### src/rtl/adc_timer_pkg.sv
package adc_timer_pkg;

    typedef enum logic [1:0] {
        ST_IDLE,
        ST_SAMPLE,
        ST_EXT_SAMPLE,
        ST_CONVERT
    } tmr_state_e;

    localparam int NUM_EDGE_IN = 4;
    localparam int IX_SCLK     = 0;
    localparam int IX_CS       = 1;
    localparam int IX_FS       = 2;
    localparam int IX_STRB     = 3;

endpackage

### src/rtl/adc_edge_det.sv
module adc_edge_det #(
    parameter int              N       = 4,
    parameter logic [N-1:0]    RST_VAL = '0
) (
    input  logic         clk,
    input  logic         rst_n,
    input  logic [N-1:0] level,
    output logic [N-1:0] rise,
    output logic [N-1:0] fall
);

    logic [N-1:0] level_q;

    for (genvar g = 0; g < N; g++) begin : g_bit
        always_ff @(posedge clk or negedge rst_n) begin
            if (!rst_n) level_q[g] <= RST_VAL[g];
            else        level_q[g] <= level[g];
        end
        assign rise[g] =  level[g] & ~level_q[g];
        assign fall[g] = ~level[g] &  level_q[g];
    end

endmodule

### src/rtl/adc_conv_clk.sv
module adc_conv_clk #(
    parameter int CONV_CLKS = 13,
    parameter int SCLK_DIV  = 4
) (
    input  logic clk,
    input  logic rst_n,
    input  logic start,
    input  logic run,
    input  logic use_sclk,
    input  logic sclk_rise,
    input  logic osc_tick,
    output logic done
);

    localparam int CC_W = $clog2(CONV_CLKS + 1);
    localparam int DV_W = $clog2(SCLK_DIV + 1);
    localparam logic [CC_W-1:0] CC_LAST = CC_W'(CONV_CLKS - 1);
    localparam logic [DV_W-1:0] DV_LAST = DV_W'(SCLK_DIV - 1);

    logic [CC_W-1:0] cnt;
    logic [DV_W-1:0] div;
    logic            tick;

    assign tick = use_sclk ? (sclk_rise && div == DV_LAST) : osc_tick;
    assign done = run && tick && cnt == CC_LAST;

    always_ff @(posedge clk or negedge rst_n) begin
        if (!rst_n) begin
            cnt <= '0;
            div <= '0;
        end else if (start) begin
            cnt <= '0;
            div <= '0;
        end else if (run) begin
            if (sclk_rise) div <= (div == DV_LAST) ? '0 : div + 1'b1;
            if (tick)      cnt <= (cnt == CC_LAST) ? '0 : cnt + 1'b1;
        end
    end

    // the conversion-clock count never passes its last value
    a_r8_cnt_range: assert property (@(posedge clk) disable iff (!rst_n)
        cnt <= CC_LAST);

    // the serial-clock divider wraps at its last value
    a_r8_div_range: assert property (@(posedge clk) disable iff (!rst_n)
        div <= DV_LAST);

    // a restart clears the count in the next clock
    a_r8_start_clears: assert property (@(posedge clk) disable iff (!rst_n)
        start |=> cnt == '0);

endmodule

### src/rtl/adc_sample_timer.sv
module adc_sample_timer
    import adc_timer_pkg::*;
#(
    parameter int              SHORT_FALLS    = 16,
    parameter int              LONG_FALLS     = 48,
    parameter int              STRB_MIN_RISES = 11,
    parameter int              CONV_CLKS      = 13,
    parameter int              SCLK_DIV       = 4,
    parameter int              RES_W          = 12,
    parameter logic [RES_W-1:0] RESULT_STUB   = 12'hA5C,
    parameter int              OVR_W          = 4
) (
    input  logic             clk,
    input  logic             rst_n,
    input  logic             sclk,
    input  logic             cs_n,
    input  logic             fs,
    input  logic             strobe_n,
    input  logic             osc_tick,
    input  logic             long_sel,
    input  logic             conv_src,
    output logic             eoc_o,
    output logic             int_n_o,
    output logic             sampling_o,
    output logic             ext_mode_o,
    output logic             early_err_o,
    output logic [OVR_W-1:0] overrun_o,
    output logic [RES_W-1:0] result_o,
    output logic             result_valid_o
);

    localparam int FALL_W = $clog2(LONG_FALLS + 1);
    localparam int RISE_W = $clog2(STRB_MIN_RISES + 1);
    localparam logic [FALL_W-1:0] SHORT_LAST = FALL_W'(SHORT_FALLS - 1);
    localparam logic [FALL_W-1:0] LONG_LAST  = FALL_W'(LONG_FALLS - 1);
    localparam logic [RISE_W-1:0] RISE_MIN   = RISE_W'(STRB_MIN_RISES);
    localparam logic [NUM_EDGE_IN-1:0] EDGE_RST = NUM_EDGE_IN'(4'b1010);

    // ---------------- edge detection ----------------
    logic [NUM_EDGE_IN-1:0] lvl, rise, fall;
    assign lvl = {strobe_n, fs, cs_n, sclk};

    adc_edge_det #(.N(NUM_EDGE_IN), .RST_VAL(EDGE_RST)) u_edges (
        .clk   (clk),
        .rst_n (rst_n),
        .level (lvl),
        .rise  (rise),
        .fall  (fall)
    );

    logic sclk_rise, sclk_fall, frame, st_fall, st_rise, edge_unused;
    assign sclk_rise   = rise[IX_SCLK];
    assign sclk_fall   = fall[IX_SCLK];
    assign frame       = fall[IX_CS] | rise[IX_FS];
    assign st_fall     = fall[IX_STRB];
    assign st_rise     = rise[IX_STRB];
    assign edge_unused = rise[IX_CS] ^ fall[IX_FS];

    // ---------------- state and counters ----------------
    tmr_state_e        state, state_n;
    logic [FALL_W-1:0] fall_cnt, fall_last;
    logic [RISE_W-1:0] rise_cnt;
    logic              ext_mode_q, exit_armed;
    logic              cnt_clr, set_err, ovr_inc;
    logic              ext_set, ext_clr, exit_arm, exit_clr;
    logic              conv_start, conv_run, conv_done;

    assign fall_last  = long_sel ? LONG_LAST : SHORT_LAST;
    assign conv_run   = (state == ST_CONVERT);
    assign conv_start = (state != ST_CONVERT) && (state_n == ST_CONVERT);

    adc_conv_clk #(.CONV_CLKS(CONV_CLKS), .SCLK_DIV(SCLK_DIV)) u_conv (
        .clk       (clk),
        .rst_n     (rst_n),
        .start     (conv_start),
        .run       (conv_run),
        .use_sclk  (conv_src),
        .sclk_rise (sclk_rise),
        .osc_tick  (osc_tick),
        .done      (conv_done)
    );

    // next-state and event decode
    always_comb begin
        state_n  = state;
        cnt_clr  = 1'b0;
        set_err  = 1'b0;
        ovr_inc  = 1'b0;
        ext_set  = 1'b0;
        ext_clr  = 1'b0;
        exit_arm = 1'b0;
        exit_clr = 1'b0;
        unique case (state)
            ST_IDLE: begin
                if (frame) begin
                    if (ext_mode_q && !exit_armed) begin
                        exit_arm = 1'b1;
                    end else begin
                        ext_clr = 1'b1;
                        exit_clr = 1'b1;
                        cnt_clr = 1'b1;
                        state_n = ST_SAMPLE;
                    end
                end else if (st_fall) begin
                    if (ext_mode_q) begin
                        exit_clr = 1'b1;
                        state_n  = ST_EXT_SAMPLE;
                    end else begin
                        set_err = 1'b1;
                    end
                end
            end
            ST_SAMPLE: begin
                if (st_fall) begin
                    if (rise_cnt >= RISE_MIN) begin
                        ext_set = 1'b1;
                        state_n = ST_EXT_SAMPLE;
                    end else begin
                        set_err = 1'b1;
                    end
                end else if (sclk_fall && fall_cnt == fall_last) begin
                    state_n = ST_CONVERT;
                end
            end
            ST_EXT_SAMPLE: begin
                if (st_rise) state_n = ST_CONVERT;
            end
            ST_CONVERT: begin
                if (frame || st_fall) ovr_inc = 1'b1;
                if (conv_done) state_n = ST_IDLE;
            end
        endcase
    end

    // state register and frame counters
    always_ff @(posedge clk or negedge rst_n) begin
        if (!rst_n) begin
            state      <= ST_IDLE;
            fall_cnt   <= '0;
            rise_cnt   <= '0;
            ext_mode_q <= 1'b0;
            exit_armed <= 1'b0;
        end else begin
            state <= state_n;
            if (cnt_clr) begin
                fall_cnt <= '0;
                rise_cnt <= '0;
            end else if (state == ST_SAMPLE) begin
                if (sclk_fall) fall_cnt <= fall_cnt + 1'b1;
                if (sclk_rise && rise_cnt < RISE_MIN) rise_cnt <= rise_cnt + 1'b1;
            end
            if (ext_set)      ext_mode_q <= 1'b1;
            else if (ext_clr) ext_mode_q <= 1'b0;
            if (exit_arm)      exit_armed <= 1'b1;
            else if (exit_clr) exit_armed <= 1'b0;
        end
    end

    // registered outputs
    always_ff @(posedge clk or negedge rst_n) begin
        if (!rst_n) begin
            eoc_o          <= 1'b1;
            int_n_o        <= 1'b1;
            sampling_o     <= 1'b0;
            early_err_o    <= 1'b0;
            overrun_o      <= '0;
            result_o       <= '0;
            result_valid_o <= 1'b0;
        end else begin
            eoc_o          <= (state_n != ST_CONVERT);
            sampling_o     <= (state_n == ST_SAMPLE) || (state_n == ST_EXT_SAMPLE);
            result_valid_o <= conv_done;
            if (conv_done)  result_o <= RESULT_STUB;
            if (conv_done)  int_n_o <= 1'b0;
            else if (frame) int_n_o <= 1'b1;
            if (set_err)    early_err_o <= 1'b1;
            if (ovr_inc && overrun_o != '1) overrun_o <= overrun_o + 1'b1;
        end
    end

    assign ext_mode_o = ext_mode_q;

    // sampling never runs past the selected falling-edge count
    a_r3_fall_bound: assert property (@(posedge clk) disable iff (!rst_n)
        (state == ST_SAMPLE) |-> (fall_cnt <= fall_last));

    // end of conversion raises the interrupt and presents the result
    a_r9_eoc_int: assert property (@(posedge clk) disable iff (!rst_n)
        $rose(eoc_o) |-> (!int_n_o && result_valid_o));

    // the early-strobe flag is sticky
    a_r6_err_sticky: assert property (@(posedge clk) disable iff (!rst_n)
        $past(early_err_o) |-> early_err_o);

    // a trigger during conversion does not end it
    a_r11_no_cut: assert property (@(posedge clk) disable iff (!rst_n)
        (conv_run && (frame || st_fall) && !conv_done) |=> !eoc_o);

    // a frame edge releases the interrupt
    a_r10_int_release: assert property (@(posedge clk) disable iff (!rst_n)
        (frame && !conv_done) |=> int_n_o);

    // extended sampling only ends in conversion
    a_r5_ext_exit: assert property (@(posedge clk) disable iff (!rst_n)
        (state == ST_EXT_SAMPLE) |=> (state == ST_EXT_SAMPLE || state == ST_CONVERT));

endmodule

### config.mk
export PLATFORM = sky130hd
export DESIGN_NAME = adc_sample_timer
export DESIGN_NICKNAME = d
export VERILOG_FILES = /design/src/rtl/adc_timer_pkg.sv /design/src/rtl/adc_edge_det.sv /design/src/rtl/adc_conv_clk.sv /design/src/rtl/adc_sample_timer.sv
export SDC_FILE = /design/constraint.sdc
export NUM_CORES = 1
export LEC_CHECK = 0
export ABC_CLOCK_PERIOD_IN_PS = 2600
export BUFFER_PORTS_ARGS = -buffer_cell sky130_fd_sc_hd__buf_2
export CAP_MARGIN = 20
export CORE_ASPECT_RATIO = 2
export CORE_MARGIN = 1.5
export CORE_UTILIZATION = 35
export CTS_BUF_LIST = sky130_fd_sc_hd__clkbuf_8
export CTS_CLUSTER_SIZE = 24
export DETAILED_ROUTE_END_ITERATION = 8
export RECOVER_POWER = 25
export SLEW_MARGIN = 20
export SYNTH_ARGS = -nofsm -noshare
export SYNTH_HDL_FRONTEND = slang
export SYNTH_SLANG_ARGS = --single-unit
### constraint.sdc
create_clock -name clk -period 2.6 [get_ports clk]
set_clock_uncertainty 0.1 [all_clocks]
set_input_delay 0.13 -clock clk [delete_from_list [all_inputs] [get_ports clk]]
set_output_delay 0.13 -clock clk [all_outputs]
set_load 0.05 [all_outputs]
==> flow_metrics.env <==
export IMPL_status="complete, but fails checks"
export IMPL_failed_checks="max-capacitance violations, max-slew violations"
export IMPL_die_w_um=54.49
export IMPL_ys_seq_area_share_pct=47.47
export IMPL_slowest_stage="or3b_4"
export IMPL_synth_edff_count=0
export IMPL_grt_remaining_overflow=0
export IMPL_routed_top_layer="met4"
export IMPL_ctsHtreeMaxLevel=2
export IMPL_synthFlopType="dfrtp_1"
export IMPL_totalWireLength_um=4058
export IMPL_rr_worst_depth=10
export IMPL_die_area_um2=5774
export IMPL_hp_class="input port to flip-flop"
export IMPL_pre_cts_ws_ns=-0.1356
export IMPL_core_area_um2=5139
export IMPL_syn_area_per_cell_um2=10.42
export IMPL_r2r_start="fall_cnt[4]$_DFFE_PN0P_"
export IMPL_hold_end="int_n_o$_DFFE_PN1P_"
export IMPL_clock_root_buffer="clkbuf_8"
export IMPL_critical_path_top_delay_family="simple AND/OR/NAND/NOR gates"
export IMPL_grt_pass1_wl_um=6534
export IMPL_drtPass1Iterations=4
export IMPL_cts_buffer_depth=2
export IMPL_final_area_um2=2342
export IMPL_place_detailed_hpwl_um=2873
export IMPL_crit_fanout=2
export IMPL_met2_length_um=2388
export IMPL_die_h_um=106.0
export IMPL_critPathBufInv=0
export IMPL_tns_ns=0
export IMPL_antenna_found_initial=0
export IMPL_wl_met1_um=1451
export IMPL_drc=0
export IMPL_cts_tree="done"
export IMPL_total_leakage_power_nw=1.070
export IMPL_clock_sinks=35
export IMPL_drtAntennaViolNets=0
export IMPL_worstMarginPinSlew_ns=1.928
export IMPL_yosysUniqueCellTypes=52
export IMPL_fillers=505
export IMPL_crit_type="flip-flop to flip-flop"
export IMPL_synthMuxAreaShare_pct=3.372
export IMPL_reg2reg_to="u_conv.cnt[2]$_DFFE_PN0P_"
export IMPL_nNetsFinal=242
export IMPL_power_density_nw_per_um2=1174
export IMPL_gp_congestion=0.7692
export IMPL_ir_drop_v=0.0009273
export IMPL_hold_ws_ns=0.2222
export IMPL_grt_pass1_vias=1383
export IMPL_worstHoldPathCells=5
export IMPL_setup_slack_ns=0.01928
export IMPL_crit_path_cell_trace="or3b_4 > nor4_4 > o2bb2ai_2 > nor2_2 > ha_2 > a21bo_4 > and2_4 > and3_4 > a311oi_2 > o211ai_1"
export IMPL_ys_seq_elements=35
export IMPL_layout_commonest_cell="dfrtp_1"
export IMPL_maxCapViolCount=1
export IMPL_end_kind="flip-flop"
export IMPL_grt_start_max_net_pins=36
export IMPL_rows=37
export IMPL_crit_required_ns=2.67
export IMPL_cp_start_kind="flip-flop"
export IMPL_clk_pin_slew_worst_paths_ns=0.07
export IMPL_start_util_pct=36.11
export IMPL_avgViaCountPerCell=4.947
export IMPL_synth_top_area_share_pct=41.81
export IMPL_boundaryPins=31
export IMPL_wire_per_inst_um=14.24
export IMPL_drive_gt1_share_pct=34.80
export IMPL_hold_viol=0
export IMPL_setup_viol=0
export IMPL_n_antenna_cell=0
export IMPL_max_freq_mhz=387.5
export IMPL_drv_slew=36
export IMPL_vias=1410
export IMPL_synth_area_leader_cell="dfrtp_1"
export IMPL_first_iter_violations=19
export IMPL_mostFrequentLayoutCells="dfrtp_1 (30), buf_4 (22), buf_2 (18)"
export IMPL_rsz0062_at_grt="yes"
export IMPL_io_buffers=24
export IMPL_clk_latency_ns=0.30
export IMPL_synth_fa_ha_area_share_pct=4.720
export IMPL_synth_compound_area_share_pct=11.73
export IMPL_dr_wl_met3_um=110
export IMPL_synth_async_reset_ratio_pct=100.0
export IMPL_tritoncts_num_buffers=5
export IMPL_arrival_ns=2.65
export IMPL_synthSimpleGateAreaFrac_pct=19.76
export IMPL_ys_warn_count=0
export IMPL_synth_top_family_by_area="simple AND/OR/NAND/NOR gates"
export IMPL_gr_usage_all_layers_pct=16.01
export IMPL_yosys_top_cells_area="dfrtp_1 (42%), dfstp_2 (5.7%), ha_1 (4.7%)"
export IMPL_power_total_mw=2.750
export IMPL_timing_final_crit_period_ns=2.581
export IMPL_dpl_instance_area_um2=2145
export IMPL_max_slew_margin_pct=-28.56
export IMPL_syn_to_final_growth_pct=26.23
export IMPL_reg2reg_setup_slack_ns=0.02
export IMPL_netlist_instances=178
export IMPL_period_share_pct=99.26
export IMPL_synth_xor_area_share_pct=5.192
export IMPL_critical_path_max_stage_delay_ns=0.41
export IMPL_hold_start="cs_n"
export IMPL_syn_area_um2=1856
[metal layers]
metal  vias to the layer above  GRT usage [%]
met5                         -              0
met4                         0          8.571
met3                         6          4.213
met2                        23          27.28
met1                       683          16.85
li1                        698              -
[logic make-up after synthesis]
group / Yosys count
xor gates and xnor gates: 11
AOI/OAI and AO/OA: 30
muxes: 6
other: 1
and+or+nand+nor: 64
DFF: 35
buffers and inverters: 24
adders and majority gates: 7
[worst max path at each step]
stage,startpoint,to,slack (ns),cells past startpoint
floorplan,rise_cnt[0]$_DFFE_PN0P_,u_conv.cnt[3]$_DFFE_PN0P_,0.003,11
global placement,fall_cnt[4]$_DFFE_PN0P_,u_conv.cnt[2]$_DFFE_PN0P_,-0.07,10
detailed placement,fall_cnt[4]$_DFFE_PN0P_,u_conv.cnt[2]$_DFFE_PN0P_,-0.14,10
CTS,u_conv.div[0]$_DFFE_PN0P_,u_conv.cnt[2]$_DFFE_PN0P_,0.005,12
global route,fall_cnt[4]$_DFFE_PN0P_,u_conv.cnt[2]$_DFFE_PN0P_,-0.09,10
finish,fall_cnt[4]$_DFFE_PN0P_,u_conv.cnt[2]$_DFFE_PN0P_,0.02,10
[repair_timing]
item / in CTS / in global routing
buffers inserted: 0 / 2
pin swaps: 7 / 7
endpoints found under the hold margin: 35 / 0
hold buffers: 5 / 0
resized for setup: 9 / 5
setup endpoints to repair: 2 / 2
[registers in the layout (all words and copies together), names as in the netlist, 2 cells and up]
name,flops
fall_cnt,6
overrun_o,4
rise_cnt,4
state,2
u_conv.cnt,4
u_conv.div,3
u_edges.level_q,4
[where the power goes]
| part | internal, mW | switching, mW | total [mW] |
|---|---|---|---|
| combinational | 0.592 | 0.888 | 1.48 |
| clock | 0.183 | 0.205 | 0.388 |
| sequential | 0.722 | 0.160 | 0.882 |
[worst reg2reg max path: cells and delay by family, from the launching register on]
family | cells | cell delay [ns]
flops | 1 | 0.38
fa+ha+maj | 1 | 0.18
simple gates | 5 | 1.17
compound gates | 4 | 0.63
[cell usage after synthesis (2+ instances only)]
cell      count
inv_1         8
nor2b_1       4
dfstp_2       4
ha_1          7
nor2_1       19
o31ai_1       3
xor2_1        8
nor4_1        2
mux2i_1       4
a21oi_1       2
buf_4        11
or3_1         2
nand3_1       7
nand2b_1      5
and2_2        2
o21ai_0       7
o211ai_1      3
and3_1        2
and2_1        2
o21a_1        2
dfrtp_1      31
clkbuf_1      3
xnor2_1       3
mux2_2        2
or2_2         2
nand2_1       7
[metrics by stage]
step                instances  util [%]
global placement          270     41.73
finish                    285     45.58
global route              285     45.58
floorplan                 183         -
CTS                       283     45.00
detailed placement        270     41.73
[final cells by class]
class / count / area [µm²] / area share, %
Multi-Input combinational cell: 124 / 942.2 / 40.22
Tap cell: 58 / 72.57 / 3.098
Clock inverter: 3 / 15.01 / 0.6410
Inverter: 8 / 30.03 / 1.282
Timing Repair Buffer: 52 / 331.6 / 14.16
Sequential cell: 35 / 882.1 / 37.66
Clock buffer: 5 / 68.82 / 2.938
Note: power is estimated with default switching activity, not from simulation.
